### src/rtl/spi_flash_ctrl.sv
module spi_flash_ctrl #(
  parameter int ADDR_W      = 14,
  parameter int SECT_W      = 5,
  parameter int PROG_CYCLES = 1000000
) (
  input  logic              clk,
  input  logic              rst_n,
  input  logic              spi_sck,
  input  logic              spi_cs_n,
  input  logic              spi_mosi,
  input  logic              spi_hold_n,
  output logic              spi_miso,
  output logic              spi_miso_oe,
  output logic [ADDR_W-1:0] mem_addr,
  output logic              mem_we,
  output logic [7:0]        mem_wdata,
  input  logic [7:0]        mem_rdata,
  input  logic              wr_ok,
  output logic [1:0]        lock_bits
);

  localparam int SLOTS = 1 << SECT_W;
  localparam int HI_W  = ADDR_W - 8;
  localparam int CNT_W = $clog2(PROG_CYCLES);

  localparam logic [7:0] OP_EN_SET  = 8'h06;
  localparam logic [7:0] OP_EN_CLR  = 8'h04;
  localparam logic [7:0] OP_STAT_RD = 8'h05;
  localparam logic [7:0] OP_STAT_WR = 8'h01;
  localparam logic [7:0] OP_ARR_RD  = 8'h03;
  localparam logic [7:0] OP_ARR_PG  = 8'h02;

  logic s_sck, p_sck, s_cs, p_cs, s_si, s_hold, armed;
  logic [2:0] bitc;
  logic [1:0] bytec;
  logic [6:0] sr;
  logic [7:0] op, tx;
  logic [HI_W-1:0] hi;
  logic [ADDR_W-1:0] rd_addr;
  logic [ADDR_W-SECT_W-1:0] sect;
  logic [SECT_W-1:0] ptr;
  logic [7:0] pbuf [SLOTS];
  logic [SLOTS-1:0] mask;
  logic stw_pp;
  logic [1:0] stw_lk;
  logic ppen, wen, busy;
  logic [CNT_W-1:0] tcnt;

  wire active    = armed & ~s_cs & s_hold;
  wire sck_up    = active & s_sck & ~p_sck;
  wire sck_dn    = active & ~s_sck & p_sck;
  wire cs_fall   = ~s_cs & p_cs;
  wire cs_rise   = armed & s_cs & ~p_cs;
  wire [7:0] byte_in = {sr, s_si};
  wire byte_done = sck_up & (bitc == 3'd7);
  wire [7:0] status = busy ? 8'hFF : {ppen, 3'b000, lock_bits, wen, 1'b0};
  wire wr_phase  = busy & (tcnt < CNT_W'(SLOTS));
  wire [SECT_W-1:0] slot = tcnt[SECT_W-1:0];
  wire pg_load   = ~busy & (op == OP_ARR_PG);

  assign spi_miso    = tx[7];
  assign spi_miso_oe = active;
  assign mem_addr    = wr_phase ? {sect, slot} : rd_addr;
  assign mem_wdata   = pbuf[slot];
  assign mem_we      = wr_phase & mask[slot] & wr_ok;

  always_ff @(posedge clk) begin
    if (byte_done && bytec == 2'd3 && pg_load) pbuf[ptr] <= byte_in;
  end

  always_ff @(posedge clk or negedge rst_n) begin
    if (!rst_n) begin
      s_sck <= 1'b0; p_sck <= 1'b0; s_cs <= 1'b0; p_cs <= 1'b0;
      s_si <= 1'b0; s_hold <= 1'b1; armed <= 1'b0;
      bitc <= '0; bytec <= '0; sr <= '0; op <= '0; tx <= '0;
      hi <= '0; rd_addr <= '0; sect <= '0; ptr <= '0; mask <= '0;
      stw_pp <= 1'b0; stw_lk <= '0;
      ppen <= 1'b0; lock_bits <= '0; wen <= 1'b0; busy <= 1'b0; tcnt <= '0;
    end else begin
      s_sck <= spi_sck; p_sck <= s_sck;
      s_cs <= spi_cs_n; p_cs <= s_cs;
      s_si <= spi_mosi; s_hold <= spi_hold_n;
      if (cs_fall) armed <= 1'b1;

      if (s_cs) begin
        bitc <= '0;
        bytec <= '0;
      end else if (sck_up) begin
        bitc <= bitc + 3'd1;
        sr <= byte_in[6:0];
        if (bitc == 3'd7 && bytec != 2'd3) bytec <= bytec + 2'd1;
      end

      if (byte_done) begin
        if (bytec == 2'd0) begin
          op <= byte_in;
          if (byte_in == OP_EN_SET) wen <= 1'b1;
          if (byte_in == OP_EN_CLR) wen <= 1'b0;
          if (!busy && byte_in == OP_ARR_PG) mask <= '0;
        end else if (op == OP_STAT_WR) begin
          stw_pp <= byte_in[7];
          stw_lk <= byte_in[3:2];
        end else if (op == OP_ARR_RD || op == OP_ARR_PG) begin
          if (bytec == 2'd1) hi <= byte_in[HI_W-1:0];
          if (bytec == 2'd2 && op == OP_ARR_RD) rd_addr <= {hi, byte_in};
          if (bytec == 2'd2 && pg_load) {sect, ptr} <= {hi, byte_in};
          if (bytec == 2'd3 && pg_load) begin
            mask[ptr] <= 1'b1;
            ptr <= ptr + 1'b1;
          end
        end
      end

      if (sck_dn) begin
        if (bitc == 3'd0 && op == OP_ARR_RD && bytec == 2'd3) begin
          tx <= mem_rdata;
          rd_addr <= rd_addr + 1'b1;
        end else if (bitc == 3'd0 && op == OP_STAT_RD && bytec != 2'd0) begin
          tx <= status;
        end else begin
          tx <= {tx[6:0], 1'b0};
        end
      end

      if (cs_rise && bitc == 3'd0 && wen && !busy) begin
        if (op == OP_ARR_PG && bytec == 2'd3 && |mask) begin
          busy <= 1'b1;
          tcnt <= '0;
        end else if (op == OP_STAT_WR && bytec >= 2'd2) begin
          ppen <= stw_pp;
          lock_bits <= stw_lk;
          mask <= '0;
          busy <= 1'b1;
          tcnt <= '0;
        end
      end

      if (busy) begin
        if (tcnt == CNT_W'(PROG_CYCLES - 1)) begin
          busy <= 1'b0;
          wen <= 1'b0;
          mask <= '0;
        end else begin
          tcnt <= tcnt + 1'b1;
        end
      end
    end
  end

  a_r1_hiz_when_deselected: assert property (@(posedge clk) disable iff (!rst_n)
    spi_cs_n |=> !spi_miso_oe);

  a_r5_start_needs_enable: assert property (@(posedge clk) disable iff (!rst_n)
    $rose(busy) |-> $past(wen));

  a_r8_enable_cleared_at_end: assert property (@(posedge clk) disable iff (!rst_n)
    $fell(busy) |-> !wen);

  a_r10_hold_freezes_bits: assert property (@(posedge clk) disable iff (!rst_n)
    (!s_hold && !s_cs) |=> ($stable(bitc) && $stable(bytec)));

endmodule

### config.mk
export PLATFORM = sky130hd
export DESIGN_NAME = spi_flash_ctrl
export DESIGN_NICKNAME = d
export VERILOG_FILES = /design/src/rtl/spi_flash_ctrl.sv
export SDC_FILE = /design/constraint.sdc
export NUM_CORES = 1
export LEC_CHECK = 0
export ABC_AREA = 0
export BUFFER_PORTS_ARGS = -buffer_cell sky130_fd_sc_hd__buf_2
export CAP_MARGIN = 20
export CORE_MARGIN = 5
export CORE_UTILIZATION = 56
export DETAILED_ROUTE_END_ITERATION = 6
export PLACE_DENSITY_LB_ADDON = 0.05
export SETUP_SLACK_MARGIN = 0.5
export SYNTH_ARGS = -nofsm -noshare
export SYNTH_HDL_FRONTEND = slang
export SYNTH_SLANG_ARGS = --single-unit
### constraint.sdc
create_clock -name clk -period 2.45 [get_ports clk]
set_input_delay 0.49 -clock clk [delete_from_list [all_inputs] [get_ports clk]]
set_output_delay 0.49 -clock clk [all_outputs]
set_load 0.1 [all_outputs]
==> results.json <==
{
  "status": "finished, violations left",
  "violations": "setup timing",
  "cts_tree": "built",
  "synth_adder_area_share_pct": 0.974,
  "synth_top_family_by_area": "multiplexers",
  "coreArea_um2": 29600,
  "die_x_um": 183,
  "nNetsFinal": 1403,
  "start_kind": "register",
  "synth.distinct_cells": 67,
  "drc": 0,
  "synth-seq-cells": 385,
  "final_cell_area_um2": 23600,
  "synthMuxAreaShare_pct": 15.0,
  "htreeDepth": 2,
  "track_usage_pct": 26.8,
  "cp.required_ns": 1.96,
  "ios": 42,
  "drv_slew": 0,
  "ant_nets": 0,
  "clk_pin_slew_worst_paths_ns": 0.06,
  "std_cell_rows": 63,
  "clock_path_buffers": 3,
  "synthFlopType": "edfxtp_1",
  "crit_end": "mem_we",
  "cts_root_buf": "clkbuf_16",
  "r2r_end": "tcnt[12]$_DFF_PN0_",
  "maxCapViolations": 0,
  "hold_viol_final": 0,
  "fmax_mhz": 319,
  "fin_skew_ns": 0.0186,
  "dp_hpwl_um": 26400,
  "r2r_slack_ns": -0.39,
  "crit_start": "tcnt[0]$_DFF_PN0_",
  "dp_slack_ns": -0.244,
  "drive_above_1_share_pct": 49.6,
  "rsz0062_at_grt": "true",
  "setup_ws_ns": -0.680,
  "setup_violations": 76,
  "peakVddDrop_uv": 675,
  "dpl_cell_area_um2": 19300,
  "worstSetupPathType": "register to primary output",
  "die_h_um": 183,
  "synth_simple_gate_area_share_pct": 9.47,
  "grt_overflow_total": 0,
  "gp_congestion": 0.881,
  "path_max_fanout": 8,
  "holdWs_ns": 0.0648,
  "initial_core_util_pct": 56.5,
  "finalNonFillerCells": 1794,
  "drt_first_pass_iters": 5,
  "wl_per_cell_um": 27.3,
  "min_path_type": "primary input to register",
  "r2r-start": "tcnt[0]$_DFF_PN0_",
  "syn_inst": 1098,
  "antenna_found_initial": 0,
  "diodes": 0,
  "synth_area_per_cell_um2": 15.2,
  "worstRegToRegCells": 16,
  "vias": 11700,
  "max_slew.worst_pin.slew_ns": 0.869,
  "nFillCells": 1497,
  "endpoint_kind": "primary output",
  "synth_area_um2": 16700,
  "ys_seq_area_share_pct": 65.4,
  "grt_pass1_wl_um": 68600,
  "fin_crit_ns": 3.13,
  "post-route-period-util_pct": 128,
  "p_leak_nw": 8.47,
  "synth-edff-count": 256,
  "grt_max_degree": 52,
  "fp.dieArea_um2": 33400,
  "crit_arrival_ns": 2.64,
  "syn_nets": 1126,
  "synth-async-reset-ratio_pct": 33.5,
  "area_growth_syn_to_layout_pct": 41.2,
  "cts.sinks": 385,
  "numCtsBuffers": 39,
  "grt_pass1_vias": 11500,
  "dp_cells": 1594,
  "wl_um": 48900,
  "utilization_pct": 79.8,
  "io_buffers": 41,
  "clk-insertion-delay-late_ns": 0.54,
  "vias_per_cell": 6.49,
  "yosys_warnings": 0,
  "synth-xor-area-share_pct": 0.0525,
  "power_density_nw_per_um2": 594,
  "drt_iter0_drc": 1202,
  "synth-compound-area-share_pct": 7.10,
  "relSlewSlack_pct": 41.9
}
how the worst min path moves through the flow:
stage	from	end	slack, ns	cells after the start
detailed placement	rst_n	tcnt[17]$_DFF_PN0_	0.43	1
floorplan	rst_n	armed$_DFFE_PN0P_	0.19	0
CTS	spi_mosi	s_si$_DFF_PN0_	0.04	1
global placement	rst_n	tcnt[19]$_DFF_PN0_	0.43	1
finish	spi_hold_n	s_hold$_DFF_PN1_	0.06	1
global route	spi_mosi	s_si$_DFF_PN0_	0.05	1
registers in the layout, summed over array words and instances (netlist names), 2 cells and up:
signal     flops
tcnt          20
hi             6
sect           9
bitc           3
ptr            5
mask          32
lock_bits      2
sr             7
stw_lk         2
op             8
rd_addr       14
pbuf         256
bytec          2
tx             8
cell families (layout without fill, tap and decap cells):
kind of cell | Yosys count | count (layout)
and+or+nand+nor | 294 | 296
muxes | 157 | 157
adders and majority gates | 13 | 13
xor gates and xnor gates | 1 | 1
DFF | 385 | 385
buffers and inverters | 79 | 383
AOI/OAI and AO/OA | 169 | 169
layer usage:
metal	vias up	routed length (um)	global-route usage, %
met2	615	25300	45.2
met5	-	0	0
met4	0	1780	8.32
met1	5957	18400	36.5
li1	4932	-	-
met3	147	3390	3.97
layout make-up:
| cell class | count | area (um2) | share of cell area [%] |
|---|---|---|---|
| Timing Repair Buffer | 294 | 3600 | 15.3 |
| Multi-Input combinational cell | 636 | 7190 | 30.5 |
| Clock inverter | 18 | 209 | 0.886 |
| Clock buffer | 52 | 1090 | 4.61 |
| Inverter | 19 | 80.1 | 0.340 |
| Tap cell | 390 | 488 | 2.07 |
| Sequential cell | 385 | 10900 | 46.4 |
critical path: stages (launching register included):
cell and delay, ns:
dfrtp_4 0.50, buf_8 0.14, buf_12 0.13, mux4_2 0.54, a22oi_2 0.18, a31oi_1 0.11
a21oi_1 0.15, buf_4 0.16, nor2_4 0.04, buf_12 0.15
what timing repair did:
action                     CTS  global route
cloned                      10             5
hold endpoints to repair    37             0
resized for setup          144           172
hold buffers                 1             0
setup buffers               68            46
pin swaps                   65            97
setup endpoints to repair  387           391
metrics by stage:
stage | TNS [ns] | total power [mW]
2_1_floorplan | -3.18 | 7.67
3_3_place_gp | -4.14 | 8.01
3_5_place_dp | -5.47 | 8.03
4_1_cts | -25.63 | 14.1
5_1_grt | -34.10 | 14.5
6_report | -28.56 | 14.0
synthesized netlist by cell type, types with 7 or more instances:
master     number  share of area [%]
a21oi_1        39                1.2
a221oi_1        9               0.47
mux2_2         47                3.2
dfrtp_1       128                 19
buf_1           9               0.20
nor2_1         88                2.0
nand4_1        17               0.64
o21ai_0        30               0.90
buf_2          23               0.69
nor4_1         16               0.60
inv_1          19               0.43
edfxtp_1      256                 46
or3_1          12               0.45
nand3_1        38                1.1
and3_1          8               0.30
o2bb2ai_1      19                1.0
clkbuf_1       26               0.58
mux2i_1        40                2.4
nand2_1        40               0.90
nor3_1         15               0.45
a22o_1          7               0.37
a41oi_1        12               0.63
mux4_2         70                9.4
nand3b_1       11               0.49
nor2b_1         7               0.26
ha_1           13               0.97
placed cells by master, fill, tap and decap left out, types with 14 or more instances in the layout:
cell type,count
inv_1,16
nand3_1,27
mux4_2,70
edfxtp_1,256
nor2_4,43
mux2_2,22
nand4_1,17
buf_4,130
a21oi_1,29
mux2_4,25
mux2i_1,35
nand2_1,27
buf_12,77
buf_2,16
nor2_1,37
buf_6,50
clkbuf_16,45
o21ai_2,14
dfrtp_1,121
where the power goes:
part / total [mW] / internal [mW] / switching (mW)
clock: 6.08 / 3.56 / 2.52
combinational: 0.667 / 0.149 / 0.518
sequential: 7.27 / 7.23 / 0.0396
total: 14.0 / 10.9 / 3.08
No activity file was read; power rests on OpenSTA's default activity.
